[src/rtl/tsr_pkg.sv]
package tsr_pkg;
  localparam int DW = 8;
  localparam logic [1:0] A_STAT = 2'd0;
  localparam logic [1:0] A_IEN  = 2'd1;
  localparam logic [1:0] A_CCNT = 2'd2;
  localparam int B_DONE  = 7;
  localparam int B_BUSY  = 6;
  localparam int B_SELF  = 5;
  localparam int B_CLOST = 4;
  localparam int B_COL   = 2;
  localparam int B_C16   = 1;
  localparam logic [DW-1:0] IRQ_MASK = 8'h86;
endpackage

[src/rtl/tsr_col_cnt.sv]
module tsr_col_cnt #(
  parameter int CNT_W = 4
) (
  input  logic             clk_i,
  input  logic             rst_ni,
  input  logic             col_i,
  input  logic             ok_i,
  output logic [CNT_W-1:0] cnt_o,
  output logic             limit_o
);
  localparam logic [CNT_W-1:0] MAX_CNT = {CNT_W{1'b1}};

  logic [CNT_W-1:0] cnt_q;

  assign limit_o = col_i && !ok_i && (cnt_q == MAX_CNT);
  assign cnt_o   = cnt_q;

  always_ff @(posedge clk_i or negedge rst_ni) begin
    if (!rst_ni)      cnt_q <= '0;
    else if (ok_i)    cnt_q <= '0;
    else if (col_i)   cnt_q <= (cnt_q == MAX_CNT) ? '0 : cnt_q + 1'b1;
  end

  AST_CNT_STEP: assert property (@(posedge clk_i) disable iff (!rst_ni)
    (col_i && !ok_i && cnt_q != MAX_CNT) |=> (cnt_q == $past(cnt_q) + 1'b1));
  AST_CNT_OK: assert property (@(posedge clk_i) disable iff (!rst_ni)
    ok_i |=> (cnt_q == '0));
  AST_CNT_WRAP: assert property (@(posedge clk_i) disable iff (!rst_ni)
    (col_i && !ok_i && cnt_q == MAX_CNT) |=> (cnt_q == '0));
endmodule

[src/rtl/tsr_status.sv]
module tsr_status
  import tsr_pkg::*;
(
  input  logic          clk_i,
  input  logic          rst_ni,
  input  logic [DW-1:0] set_i,
  input  logic [DW-1:0] clr_i,
  input  logic          tx_begin_i,
  input  logic          self_rx_i,
  input  logic          crs_i,
  input  logic          tx_active_i,
  output logic [DW-1:0] stat_o
);
  logic [DW-1:0] w1c_q;
  logic          self_q, clost_q, crs_q, clost_set;

  // carrier drop seen only while sending
  assign clost_set = tx_active_i && crs_q && !crs_i;

  always_ff @(posedge clk_i or negedge rst_ni) begin
    if (!rst_ni) begin
      w1c_q   <= '0;
      self_q  <= 1'b0;
      clost_q <= 1'b0;
      crs_q   <= 1'b0;
    end else begin
      w1c_q   <= (set_i | (w1c_q & ~clr_i)) & IRQ_MASK;
      self_q  <= self_rx_i | (self_q & ~tx_begin_i);
      clost_q <= clost_set | (clost_q & ~tx_begin_i);
      crs_q   <= crs_i;
    end
  end

  always_comb begin
    stat_o          = w1c_q;
    stat_o[B_BUSY]  = crs_i;
    stat_o[B_SELF]  = self_q;
    stat_o[B_CLOST] = clost_q;
  end

  AST_W0_KEEP: assert property (@(posedge clk_i) disable iff (!rst_ni)
    (w1c_q[B_DONE] && !clr_i[B_DONE]) |=> w1c_q[B_DONE]);
  AST_SET_WINS: assert property (@(posedge clk_i) disable iff (!rst_ni)
    set_i[B_DONE] |=> w1c_q[B_DONE]);
  AST_SELF_CLR: assert property (@(posedge clk_i) disable iff (!rst_ni)
    (tx_begin_i && !self_rx_i) |=> !self_q);
  AST_CLOST_IDLE: assert property (@(posedge clk_i) disable iff (!rst_ni)
    (!tx_active_i && !clost_q) |=> !clost_q);
endmodule

[src/rtl/tsr_ien.sv]
module tsr_ien
  import tsr_pkg::*;
(
  input  logic          clk_i,
  input  logic          rst_ni,
  input  logic          we_i,
  input  logic [DW-1:0] wdata_i,
  output logic [DW-1:0] ien_o
);
  logic [DW-1:0] ien_q;

  always_ff @(posedge clk_i or negedge rst_ni) begin
    if (!rst_ni)   ien_q <= '0;
    else if (we_i) ien_q <= wdata_i & IRQ_MASK;
  end

  assign ien_o = ien_q;

  AST_IEN_MASK: assert property (@(posedge clk_i) disable iff (!rst_ni)
    (ien_q & ~IRQ_MASK) == '0);
endmodule

[src/rtl/tx_stat_irq.sv]
module tx_stat_irq
  import tsr_pkg::*;
#(
  parameter int CNT_W = 4
) (
  input  logic          clk_i,
  input  logic          rst_ni,
  input  logic [1:0]    addr_i,
  input  logic          wr_en_i,
  input  logic [DW-1:0] wdata_i,
  output logic [DW-1:0] rdata_o,
  input  logic          tx_begin_i,
  input  logic          buf_done_i,
  input  logic          tx_ok_i,
  input  logic          tx_col_i,
  input  logic          crs_i,
  input  logic          self_rx_i,
  input  logic          tx_active_i,
  input  logic          start_req_i,
  output logic          start_o,
  output logic          irq_o
);
  localparam int PAD_W = DW - CNT_W;

  logic [DW-1:0]    set_v, clr_v, stat, ien;
  logic [CNT_W-1:0] cnt;
  logic             limit;

  always_comb begin
    set_v         = '0;
    set_v[B_DONE] = buf_done_i;
    set_v[B_COL]  = tx_col_i;
    set_v[B_C16]  = limit;
  end

  assign clr_v = (wr_en_i && addr_i == A_STAT) ? (wdata_i & IRQ_MASK) : '0;

  tsr_col_cnt #(.CNT_W(CNT_W)) u_cnt (
    .clk_i   (clk_i),
    .rst_ni  (rst_ni),
    .col_i   (tx_col_i),
    .ok_i    (tx_ok_i),
    .cnt_o   (cnt),
    .limit_o (limit)
  );

  tsr_status u_stat (
    .clk_i       (clk_i),
    .rst_ni      (rst_ni),
    .set_i       (set_v),
    .clr_i       (clr_v),
    .tx_begin_i  (tx_begin_i),
    .self_rx_i   (self_rx_i),
    .crs_i       (crs_i),
    .tx_active_i (tx_active_i),
    .stat_o      (stat)
  );

  tsr_ien u_ien (
    .clk_i   (clk_i),
    .rst_ni  (rst_ni),
    .we_i    (wr_en_i && addr_i == A_IEN),
    .wdata_i (wdata_i),
    .ien_o   (ien)
  );

  always_comb begin
    unique case (addr_i)
      A_STAT:  rdata_o = stat;
      A_IEN:   rdata_o = ien;
      A_CCNT:  rdata_o = {cnt, {PAD_W{1'b0}}};
      default: rdata_o = '0;
    endcase
  end

  assign irq_o   = |(stat & ien & IRQ_MASK);
  assign start_o = start_req_i && !tx_active_i && !stat[B_DONE];

  AST_START_GATE: assert property (@(posedge clk_i) disable iff (!rst_ni)
    start_o |-> (!tx_active_i && !stat[B_DONE]));
  AST_IRQ_SRC: assert property (@(posedge clk_i) disable iff (!rst_ni)
    irq_o |-> ((stat & IRQ_MASK) != '0));
  AST_RSVD_ZERO: assert property (@(posedge clk_i) disable iff (!rst_ni)
    (stat[3] == 1'b0) && (stat[0] == 1'b0));
endmodule

[config.mk]
export PLATFORM = sky130hd
export DESIGN_NAME = tx_stat_irq
export DESIGN_NICKNAME = d
export VERILOG_FILES = /design/src/rtl/tsr_pkg.sv /design/src/rtl/tsr_col_cnt.sv /design/src/rtl/tsr_status.sv /design/src/rtl/tsr_ien.sv /design/src/rtl/tx_stat_irq.sv
export SDC_FILE = /design/constraint.sdc
export NUM_CORES = 1
export LEC_CHECK = 0
export ABC_AREA = 0
export BUFFER_PORTS_ARGS = -buffer_cell sky130_fd_sc_hd__buf_4
export CAP_MARGIN = 15
export CORE_UTILIZATION = 43
export CTS_BUF_LIST = sky130_fd_sc_hd__clkbuf_8
export DETAILED_ROUTE_END_ITERATION = 8
export PLACE_DENSITY = 0.85
export SKIP_LAST_GASP = 1
export SLEW_MARGIN = 20
export SYNTH_ARGS = -nofsm -noshare
export SYNTH_HDL_FRONTEND = slang
export SYNTH_SLANG_ARGS = --single-unit
export TNS_END_PERCENT = 20
[constraint.sdc]
create_clock -name clk_i -period 1.1 [get_ports clk_i]
set_clock_uncertainty 0.15 [all_clocks]
set_input_delay 0 -clock clk_i [delete_from_list [all_inputs] [get_ports clk_i]]
set_output_delay 0 -clock clk_i [all_outputs]
set_load 0.02 [all_outputs]
==> key figures <==
Outcome
  – Status: finished with violations
  – Failing checks: negative hold slack, negative setup slack

Clock network
  – CTS max path bufs: 2
  – TritonCTS clock tree: done
  – Clock Tree Root: clkbuf_8
  – Number of H-tree levels: 1
  – Sink Count: 13
  – CTS Buf Count: 3
  – Skew-Pair Late Insertion Delay: 0.24 ns
  – Worst-path clk slew: 0.06 ns

GRT
  – GRT Overall Usage: 23.1%
  – Grt total ovfl: 0
  – First-pass GRT wire length: 2950 microns
  – Pin count of the biggest net entering global routing: 14
  – Vias in the first global route: 667
  – Initial antenna violation count: 0

Detailed routing
  – Via count: 669
  – Number of vias per cell: 5.27
  – # DRC: 0
  – Wire per inst: 14.7 microns
  – Drt initial violations: 23
  – First drt pass iteration count: 4
  – Post-Route WL: 1870 microns
  – Post-DRT Antenna Nets: 0

Power and ir drop
  – Psw: 348 uW
  – VDD IR max: 0.000845 V
  – Combinational Power Share: 25.3%
  – Clock power frac: 32.3%
  – Switching part of the total: 27.1%
  – P_leak: 0.000543 uW
  – Pwr dens: 1150 mW/mm^2
  – Sequential share of power: 42.4%
  – Internal: 938 uW

Setup path
  – Worst setup SP type: register
  – Critical path class: reg -> out
  – Critical Path RT: 0.95 ns
  – Arrival time at the worst endpoint: 1.33 ns
  – CP max FO: 2
  – CP Capture Type: primary output

Place
  – HPWL Detailed: 1160 microns
  – GP Congestion: 0.781
  – I/O Buffers: 23

Final layout
  – Fillcell total: 104
  – Storage element area: 325 sq um
  – Area of the multi-input gates: 344 sq um
  – Layout area overhead: 57.9%
  – Most common cell after layout, fill and taps aside: buf_4
  – Layout cells sized above 1: 34.2%
  – # diodes: 0
  – Commonest non-fill, non-tap cells in the layout: buf_4, dlygate4sd3_1, dfrtp_1
  – Nets: 134
  – Final Util: 73.2%

Synthesis
  – Yosys warns: 0
  – Syn avg cell area: 10.6 sq um
  – Synth unique cells: 27
  – Mapped Cells: 67
  – Netlist Area Pre-Place: 707 sq um
  – Flops & latches, synth: 13
  – Fraction of registers with async set/reset: 100%
  – EDFF count, synth: 0
  – Primary FF master, synth: dfrtp_1
  – Sequential area share after synthesis: 46.0%

STA
  – Fmax: 674 MHz
  – Slew Limit Fails: 0
  – PnR worst setup slack: -0.384 ns
  – Setup_tns: -1.94 ns
  – Final hold slack: -0.0232 ns
  – Minimum clock period: 1.48 ns
  – Unrepaired setup endpoints after global routing: yes
  – Final Hold Fails: 3
  – Final period util: 135%
  – Setup violations, final: 13

Floorplan
  – IO Pins: 31
  – Die area: 0.00181 sq mm
  – Core area: 0.00152 sq mm
  – Initial Utilization: 46.4%
  – Chip Height: 42.5 microns
  – Die Wd: 42.5 microns
  – FP Rows: 14

Hold path
  – Worst Hold Class: in -> reg

Flow run
  – Number of max-cap violations: 0
state kept, by name, summed over array words and instances (netlist names):
name,cells
u_stat.w1c_q,3
u_stat.crs_q,1
u_ien.ien_o,3
u_stat.self_q,1
u_stat.clost_q,1
u_cnt.cnt_o,4
synthesized netlist by cell type, drive strengths merged (2+ instances only):
cell	number	area [sq um]
a21o	3	22.5
o21ai	2	10.0
dfrtp	13	325
mux2	3	33.8
mux2i	7	70.1
nor3b	2	20.0
inv	2	7.51
o2bb2ai	2	17.5
nand2	7	28.8
nand3b	3	35.0
nor2	7	26.3
a21oi	3	15.0
buf	5	36.3
kinds of logic after synthesis:
group           after synthesis  share of synthesized area, %
xor+xnor                      1                          1.24
fa+ha+maj                     1                          1.77
buf+inv                       7                          6.19
other cells                   1                         0.530
compound gates               11                          10.6
simple gates                 23                          18.9
flops                        13                          46.0
mux                          10                          14.7
path summary, 6_finish.rpt:
path,cells past startpoint,start,endpoint,slack (ns)
setup / recovery,3,u_ien.ien_o[1]$_DFFE_PN0P_,irq_o,-0.38
hold reg to reg,1,u_stat.self_q$_DFF_PN0_,u_stat.self_q$_DFF_PN0_,0.33
setup reg to reg,4,u_cnt.cnt_o[0]$_DFFE_PN0P_,u_cnt.cnt_o[3]$_DFFE_PN0P_,-0.13
min in group asynchronous,3,rst_ni,u_cnt.cnt_o[0]$_DFFE_PN0P_,0.52
hold / removal,4,tx_col_i,u_cnt.cnt_o[3]$_DFFE_PN0P_,-0.02
max in group asynchronous,3,rst_ni,u_stat.w1c_q[7]$_DFF_PN0_,0.11
worst max-delay path, cell delays in order (launching register included):
cell and delay, ns:
dfrtp_1 0.39, a222oi_1 0.41, inv_1 0.14, buf_6 0.16
routing by layer:
| layer | vias up | track usage (%) | wire length (microns) |
|---|---|---|---|
| li1 | 322 | - | - |
| met1 | 315 | 25.9 | 738 |
| met2 | 28 | 41.5 | 1010 |
| met3 | 4 | 3.88 | 81 |
| met4 | 0 | 11.3 | 38 |
| met5 | - | 0 | 0 |
what timing repair did:
| item | CTS | global route |
|---|---|---|
| setup endpoints to repair | 13 | 13 |
| endpoints found under the hold margin | 26 | 5 |
| hold buffers | 13 | 1 |
| pin swaps | 1 | 2 |
| buffers inserted | 2 | 0 |
| gates resized for setup | 2 | 1 |
through the flow:
step           total power [uW]  hold WS (ns)  instance area [sq um]  setup slack [ns]  cells
5_1_grt                    1340       -0.0173                   1120            -0.408    127
3_5_place_dp                807        -0.296                    915           -0.0835    108
4_1_cts                    1280       -0.0164                   1110            -0.338    127
2_1_floorplan               688        -0.446                    713           -0.0160     68
6_report                   1290       -0.0232                   1120            -0.384    127
3_3_place_gp                796        -0.297                    915           -0.0164    108
power groups by stage:
| stage | logic [uW] | clock network (uW) | registers (uW) |
|---|---|---|---|
| finish | 326 | 416 | 545 |
| global route | 345 | 444 | 548 |
| CTS | 319 | 421 | 542 |
| detailed placement | 254 | 0 | 552 |
| global placement | 247 | 0 | 549 |
| floorplan | 143 | 0 | 545 |
cell type report:
class                      instances  area share [%]
clock buffer                       3            3.70
clock inverter                     1           0.336
inverter                           2           0.673
multi-input combinational         48            30.8
sequential                        13            29.1
tap                               16            1.79
timing repair buffer              44            33.5
No activity file was read; power rests on OpenSTA's default activity.
